===== src/rtl/sgl_pkg.sv =====
package sgl_pkg;

  typedef enum logic [1:0] {
    ST_IDLE    = 2'd0,
    ST_LIMIT   = 2'd1,
    ST_RECOVER = 2'd2
  } levelState_t;

  typedef struct packed {
    logic loadManual;
    logic attenStep;
    logic recoverStep;
  } gainCtl_t;

endpackage


===== src/rtl/sgl_detect.sv =====
module sgl_detect #(
  parameter int LEVEL_W = 16
) (
  input  logic               clk,
  input  logic               rstN,
  input  logic               sampleStrobe,
  input  logic [LEVEL_W-1:0] levelLeft,
  input  logic [LEVEL_W-1:0] levelRight,
  input  logic               signLeft,
  input  logic               signRight,
  input  logic [LEVEL_W-1:0] limitLevel,
  input  logic [LEVEL_W-1:0] recoverResetLevel,
  output logic               overLimit,
  output logic               belowReset,
  output logic               zeroCross
);
  localparam int NUM_CH = 2;

  logic [NUM_CH-1:0][LEVEL_W-1:0] chanLevel;
  logic [NUM_CH-1:0]              chanSign;
  logic [NUM_CH-1:0]              prevSign;
  logic [NUM_CH-1:0]              chanOver;
  logic [NUM_CH-1:0]              chanLow;
  logic [NUM_CH-1:0]              chanFlip;
  logic                           signValid;

  assign chanLevel[0] = levelLeft;
  assign chanLevel[1] = levelRight;
  assign chanSign     = {signRight, signLeft};

  for (genvar ch = 0; ch < NUM_CH; ch++) begin : gChan
    assign chanOver[ch] = chanLevel[ch] > limitLevel;
    assign chanLow[ch]  = chanLevel[ch] < recoverResetLevel;
    assign chanFlip[ch] = signValid && (chanSign[ch] != prevSign[ch]);
  end

  always_ff @(posedge clk) begin
    if (!rstN) begin
      prevSign  <= '0;
      signValid <= 1'b0;
    end else if (sampleStrobe) begin
      prevSign  <= chanSign;
      signValid <= 1'b1;
    end
  end

  assign overLimit  = |chanOver;
  assign belowReset = |chanLow;
  assign zeroCross  = |chanFlip;

  // Polarity history only moves on strobes
  assert_sign_hold_R6: assert property (@(posedge clk) disable iff (!rstN)
    !sampleStrobe && signValid |=> $stable(prevSign));

endmodule


===== src/rtl/sgl_ctrl.sv =====
module sgl_ctrl
  import sgl_pkg::*;
#(
  parameter int PERIOD_BASE = 128,
  parameter int TIMER_W     = $clog2(PERIOD_BASE * 8 + 1)
) (
  input  logic     clk,
  input  logic     rstN,
  input  logic     agcEnable,
  input  logic     sampleStrobe,
  input  logic     overLimit,
  input  logic     belowReset,
  input  logic     zeroCross,
  input  logic     zcGateEn,
  input  logic [1:0] limitPeriodSel,
  input  logic [1:0] zcTimeoutSel,
  input  logic [1:0] waitSel,
  output gainCtl_t ctl
);
  localparam logic [TIMER_W-1:0] BASE_PER = TIMER_W'(PERIOD_BASE);
  localparam logic [TIMER_W-1:0] MAX_PER  = TIMER_W'(PERIOD_BASE * 8);

  levelState_t       state, stateNext;
  logic [TIMER_W-1:0] timer, timerNext, timerInc;
  logic [TIMER_W-1:0] limitPer, zcTimeoutPer, waitPer;
  logic              limitDue;

  assign limitPer     = BASE_PER << limitPeriodSel;
  assign zcTimeoutPer = BASE_PER << zcTimeoutSel;
  assign waitPer      = BASE_PER << waitSel;
  assign timerInc     = timer + 1'b1;
  assign limitDue     = zcGateEn ? (zeroCross || (timerInc >= zcTimeoutPer))
                                 : (timerInc >= limitPer);

  always_comb begin
    stateNext = state;
    timerNext = timer;
    ctl       = '0;
    if (!agcEnable) begin
      ctl.loadManual = 1'b1;
      stateNext      = ST_IDLE;
      timerNext      = '0;
    end else if (sampleStrobe) begin
      if (overLimit) begin
        if (state != ST_LIMIT) begin
          ctl.attenStep = 1'b1;
          stateNext     = ST_LIMIT;
          timerNext     = '0;
        end else if (limitDue) begin
          ctl.attenStep = 1'b1;
          timerNext     = '0;
        end else begin
          timerNext = timerInc;
        end
      end else if (state == ST_LIMIT) begin
        stateNext = ST_RECOVER;
        timerNext = '0;
      end else if (belowReset) begin
        if (timerInc >= waitPer) begin
          ctl.recoverStep = 1'b1;
          timerNext       = '0;
        end else begin
          timerNext = timerInc;
        end
      end else begin
        timerNext = '0;
      end
    end
  end

  always_ff @(posedge clk) begin
    if (!rstN) begin
      state <= ST_IDLE;
      timer <= '0;
    end else begin
      state <= stateNext;
      timer <= timerNext;
    end
  end

  assert_one_strobe_R3: assert property (@(posedge clk) disable iff (!rstN)
    $onehot0({ctl.loadManual, ctl.attenStep, ctl.recoverStep}));

  assert_manual_idle_R2: assert property (@(posedge clk) disable iff (!rstN)
    !agcEnable |=> (state == ST_IDLE) && (timer == '0));

  assert_timer_bound_R4: assert property (@(posedge clk) disable iff (!rstN)
    timer < MAX_PER);

  assert_band_clear_R8: assert property (@(posedge clk) disable iff (!rstN)
    agcEnable && sampleStrobe && !overLimit && !belowReset |=> timer == '0);

  assert_over_limits_R9: assert property (@(posedge clk) disable iff (!rstN)
    agcEnable && sampleStrobe && overLimit |=> state == ST_LIMIT);

endmodule


===== src/rtl/sgl_gain_path.sv =====
module sgl_gain_path
  import sgl_pkg::*;
#(
  parameter int GAIN_W = 7
) (
  input  logic              clk,
  input  logic              rstN,
  input  gainCtl_t          ctl,
  input  logic [GAIN_W-1:0] manualGain,
  input  logic [GAIN_W-1:0] refGain,
  input  logic [1:0]        attenSel,
  output logic [GAIN_W-1:0] gainCode
);
  logic [GAIN_W-1:0] gainReg;
  logic [GAIN_W-1:0] stepSize;

  assign stepSize = GAIN_W'(1) << attenSel;

  always_ff @(posedge clk) begin
    if (!rstN) begin
      gainReg <= refGain;
    end else if (ctl.loadManual) begin
      gainReg <= manualGain;
    end else if (ctl.attenStep) begin
      gainReg <= (gainReg > stepSize) ? (gainReg - stepSize) : '0;
    end else if (ctl.recoverStep && (gainReg < refGain)) begin
      gainReg <= gainReg + 1'b1;
    end
  end

  assign gainCode = gainReg;

  assert_atten_down_R3: assert property (@(posedge clk) disable iff (!rstN)
    ctl.attenStep |=> gainReg <= $past(gainReg));

  assert_saturate_R5: assert property (@(posedge clk) disable iff (!rstN)
    ctl.attenStep && (gainReg <= stepSize) |=> gainReg == '0);

  assert_recover_clamp_R7: assert property (@(posedge clk) disable iff (!rstN)
    ctl.recoverStep |=> (gainReg == $past(gainReg)) ||
      ((gainReg == $past(gainReg) + 1'b1) && (gainReg <= $past(refGain))));

endmodule


===== src/rtl/stereo_gain_leveler.sv =====
module stereo_gain_leveler
  import sgl_pkg::*;
#(
  parameter int GAIN_W      = 7,
  parameter int LEVEL_W     = 16,
  parameter int PERIOD_BASE = 128
) (
  input  logic               clk,
  input  logic               rstN,
  input  logic               agcEnable,
  input  logic               sampleStrobe,
  input  logic [LEVEL_W-1:0] levelLeft,
  input  logic [LEVEL_W-1:0] levelRight,
  input  logic               signLeft,
  input  logic               signRight,
  input  logic [LEVEL_W-1:0] limitLevel,
  input  logic [LEVEL_W-1:0] recoverResetLevel,
  input  logic [GAIN_W-1:0]  manualGain,
  input  logic [GAIN_W-1:0]  refGain,
  input  logic [1:0]         attenSel,
  input  logic [1:0]         limitPeriodSel,
  input  logic [1:0]         zcTimeoutSel,
  input  logic [1:0]         waitSel,
  input  logic               zcGateEn,
  output logic [GAIN_W-1:0]  gainCode
);
  localparam int TIMER_W = $clog2(PERIOD_BASE * 8 + 1);

  logic     overLimit, belowReset, zeroCross;
  gainCtl_t ctl;
  logic     outOfReset;

  sgl_detect #(.LEVEL_W(LEVEL_W)) u_detect (
    .clk(clk), .rstN(rstN), .sampleStrobe(sampleStrobe),
    .levelLeft(levelLeft), .levelRight(levelRight),
    .signLeft(signLeft), .signRight(signRight),
    .limitLevel(limitLevel), .recoverResetLevel(recoverResetLevel),
    .overLimit(overLimit), .belowReset(belowReset), .zeroCross(zeroCross)
  );

  sgl_ctrl #(.PERIOD_BASE(PERIOD_BASE), .TIMER_W(TIMER_W)) u_ctrl (
    .clk(clk), .rstN(rstN), .agcEnable(agcEnable), .sampleStrobe(sampleStrobe),
    .overLimit(overLimit), .belowReset(belowReset), .zeroCross(zeroCross),
    .zcGateEn(zcGateEn), .limitPeriodSel(limitPeriodSel),
    .zcTimeoutSel(zcTimeoutSel), .waitSel(waitSel), .ctl(ctl)
  );

  sgl_gain_path #(.GAIN_W(GAIN_W)) u_gain (
    .clk(clk), .rstN(rstN), .ctl(ctl), .manualGain(manualGain),
    .refGain(refGain), .attenSel(attenSel), .gainCode(gainCode)
  );

  always_ff @(posedge clk) begin
    if (!rstN) outOfReset <= 1'b0;
    else       outOfReset <= 1'b1;
  end

  assert_manual_follow_R2: assert property (@(posedge clk) disable iff (!rstN)
    outOfReset && $past(!agcEnable) |-> gainCode == $past(manualGain));

  assert_reset_gain_R1: assert property (@(posedge clk)
    $past(!rstN) && !outOfReset && rstN |-> gainCode == $past(refGain));

endmodule


===== config.mk =====
export PLATFORM = sky130hd
export DESIGN_NAME = stereo_gain_leveler
export DESIGN_NICKNAME = d
export VERILOG_FILES = /design/src/rtl/sgl_pkg.sv /design/src/rtl/sgl_detect.sv /design/src/rtl/sgl_ctrl.sv /design/src/rtl/sgl_gain_path.sv /design/src/rtl/stereo_gain_leveler.sv
export SDC_FILE = /design/constraint.sdc
export NUM_CORES = 1
export LEC_CHECK = 0
export ABC_CLOCK_PERIOD_IN_PS = 4300
export BUFFER_PORTS_ARGS = -buffer_cell sky130_fd_sc_hd__buf_4
export CORE_MARGIN = 3
export CORE_UTILIZATION = 54
export CTS_CLUSTER_SIZE = 16
export DETAILED_ROUTE_END_ITERATION = 8
export GPL_ROUTABILITY_DRIVEN = 0
export GPL_TIMING_DRIVEN = 0
export PLACE_DENSITY_LB_ADDON = 0.12
export SLEW_MARGIN = 0
export SYNTH_ARGS = -nofsm -noshare
export SYNTH_HDL_FRONTEND = slang
export SYNTH_SLANG_ARGS = --single-unit

===== constraint.sdc =====
create_clock -name clk -period 4.3 [get_ports clk]
set_clock_uncertainty 0.1 [all_clocks]
set_input_delay 0.43 -clock clk [delete_from_list [all_inputs] [get_ports clk]]
set_output_delay 0.43 -clock clk [all_outputs]
set_load 0.005 [all_outputs]

==> qor.yml <==
outcome:
  status: "complete, no violations"
sta:
  layout_min_cycle_time_ns: 4.023
  timing.setup.tns_ns: 0
  rsz0062_at_grt: "no"
  final-setup-viol-count: 0
  worst_slew_margin_rel: 0.4870
  fmaxAchievable_ghz: 0.2486
  whs_ns: 0.3554
  worstMarginPinSlew_ns: 0.7615
  finalCritPeriodShare: 0.9356
  final_hold_viol_count: 0
  slew_violations: 0
hold_path:
  hp-start: "signLeft"
  holdPathEnd: "u_detect.prevSign[0]"
  min_path_cells: 3
  worst_hold_path_type: "in -> reg"
worst_setup_path:
  path_cells: "ha_1 -> inv_1 -> or4_4 -> xor2_2 -> inv_1 -> ha_1 -> and3_1 -> o221ai_1 -> and4_1 -> o221ai_2 -> a31oi_2 -> nor3_4 -> mux2_2 -> a211oi_1 -> o221ai_1"
  critPathSlowestCell: "or4_4"
  r2r-end: "u_gain.gainCode[6]"
  worst-endpoint-required_ns: 4.20
  worst_r2r_startpoint: "u_ctrl.timer[0]"
  rrSetupSlack_ns: 0.28
  worstSetupEndpointType: "register"
  critical-path-max-stage-delay_ns: 0.57
  arrival_ns: 3.92
  critical_path.startpoint_type: "register"
  crit_fanout: 6
  type_of_the_worst_setup_path: "reg -> reg"
  worst_r2r_path_depth: 15
route:
  drt_first_iter_violations: 134
  vias_per_cell: 5.644
  route.vias.total: 3426
  drt_wl_total_mm: 8.619
  wl_per_cell_microns: 14.20
  ant_nets: 0
  drc: 0
  drt-pass1-iter-count: 4
yosys:
  synth.top_cells.by_area: "ha_1 (30%), dfxtp_1 (9.3%), edfxtp_1 (6.1%)"
  async_reset_ff_frac: 0
  synth_cells: 431
  synth.yosys.seq_area_share: 0.1545
  synth_top_area_frac: 0.2951
  postSynthRegisterBits: 23
  most_used_flip_flop_cell_after_synthesis: "dfxtp_1"
  post_synthesis_average_cell_area_sq_um: 7.969
  synthesis.nets: 606
  synth.lib_cells_used.distinct: 56
  synth_area_sq_um: 3435
  synth-edff-count: 7
  ys_warn_count: 0
  cell_type_contributing_the_most_total_cell_area_after_synthesis: "ha_1"
global_route:
  global_route_wire_length_before_repair_mm: 14.63
  track_usage: 0.2393
  grt_start_max_net_pins: 14
  grt_remaining_overflow: 0
  grt_antenna_before_repair: 0
  vias_in_the_first_global_route: 3359
clock_network:
  clock-root-buffer: "clkbuf_8"
  clk_latency_ns: 0.27
  clk_pin_slew_ns: 0.09
  numCtsBuffers: 3
  cts.sinks: 23
  cts-root-to-sink-buffers: 2
  cts_tree: "built"
  h-tree-depth: 1
  cts_setup_buffers: 0
cells_and_area:
  fillers: 520
  mostFrequentLayoutCells: "buf_4 (97), ha_1 (81), inv_1 (54), nand2_1 (35), a21oi_1 (30)"
  growth_of_design_area_from_synthesis_to_finish_pct: 25.50
  register_area_sq_um: 530.5
  antennaDiodeCount: 0
  multi_input_comb_area_sq_um: 2675
  layout.cells.most_common: "buf_4"
  post-route-util: 0.7153
  post_route_cells_drive_above_1_share: 0.2180
  nets: 708
placement:
  numPortBuffers: 97
  detailed_place_hpwl_mm: 7.542
die:
  die-height_microns: 85.75
  floorplan.die_area_sq_um: 7353
  initial_core_util: 0.5700
  rows: 28
  total_core_area_sq_um: 6026
  io-pin-count: 100
  die_x_microns: 85.75
flow_run:
  drv.max_cap_violation_count: 0
pwr:
  power_leakage_uw: 0.002196
  design_power_total_uw: 758.8
  power_density_nw_per_um2: 176.0
  irDropWorstVdd_mv: 0.1839
## registers in the layout (all words and copies together) (netlist names)
register and cells:
u_ctrl.state 2, u_ctrl.timer 11, u_detect.signValid 1, u_gain.gainCode 7, u_detect.prevSign 2
## report_power, final
group	switching [uW]	internal, uW	total, uW
clock network	72.4	64.8	137
logic	179	186	364
registers	19.8	238	257
## per-layer routing
metal | wire, microns | GRT usage | share of wire
met2 | 4258 | 0.4280 | 0.49
met5 | 0 | 0 | 0
met1 | 3741 | 0.3064 | 0.43
met3 | 495 | 0.03746 | 0.057
met4 | 124 | 0.04173 | 0.014
## cell type report
class	count	share of cell area
buffer	6	0.006967
tap	75	0.02177
sequential	23	0.1231
inverter	55	0.04790
clock buffer	3	0.009579
timing repair buffer	97	0.1689
clock inverter	1	0.001161
multi-input combinational	347	0.6206
## logic make-up after synthesis
| group | synth area share |
|---|---|
| muxes | 0.03279 |
| adders and majority gates | 0.3009 |
| buffers and inverters | 0.06885 |
| and+or+nand+nor | 0.1964 |
| DFF | 0.1545 |
| AOI/OAI and AO/OA | 0.2058 |
| xor gates and xnor gates | 0.04080 |
## timing repair
action                     CTS  global route
setup endpoints to repair    0             2
gates resized for setup      0             1
hold buffers                 0             0
## stage by stage
step / instance area, sq um / instances / setup WS (ns)
global route: 4310 / 607 / 0.008666
floorplan: 3435 / 431 / 0.6242
global placement: 4257 / 603 / 0.2913
detailed placement: 4257 / 603 / 0.2116
CTS: 4303 / 607 / 0.1964
finish: 4310 / 607 / 0.2770
## critical path: cells and delay by family (launching register included)
family / cells / cell delay [ns]
xor gates and xnor gates: 1 / 0.22
muxes: 1 / 0.38
DFF: 1 / 0.41
AOI/OAI and AO/OA: 5 / 0.66
and+or+nand+nor: 4 / 1.30
adders and majority gates: 2 / 0.54
buffers and inverters: 2 / 0.15
## worst max-delay path by stage
stage / startpoint / end / slack [ns] / depth (start not counted)
3_3_place_gp: u_ctrl.timer[0] / u_gain.gainCode[6] / 0.29 / 15
6_report: u_ctrl.timer[0] / u_gain.gainCode[6] / 0.28 / 15
3_5_place_dp: u_ctrl.timer[0] / u_gain.gainCode[6] / 0.21 / 15
2_1_floorplan: u_ctrl.timer[0] / u_gain.gainCode[6] / 0.62 / 15
5_1_grt: u_ctrl.timer[0] / u_gain.gainCode[6] / 0.009 / 15
4_1_cts: u_ctrl.timer[0] / u_gain.gainCode[6] / 0.20 / 15
## Yosys cell counts, types with 3 or more instances
| cell type | count |
|---|---|
| a211oi_1 | 6 |
| a21o_1 | 12 |
| a21oi_1 | 30 |
| a31oi_1 | 4 |
| and3_1 | 6 |
| and4_1 | 4 |
| clkbuf_1 | 4 |
| dfxtp_1 | 16 |
| edfxtp_1 | 7 |
| ha_1 | 81 |
| inv_1 | 54 |
| mux2i_1 | 9 |
| nand2_1 | 35 |
| nand2b_1 | 9 |
| nand3_1 | 10 |
| nand4_1 | 10 |
| nor2_1 | 28 |
| nor2b_1 | 11 |
| nor3_1 | 3 |
| o211ai_1 | 3 |
| o21a_1 | 3 |
| o21ai_0 | 26 |
| o221ai_1 | 3 |
| or2_2 | 3 |
| xnor2_1 | 6 |
| xor2_1 | 10 |
Power figures use the tool's default switching activity.
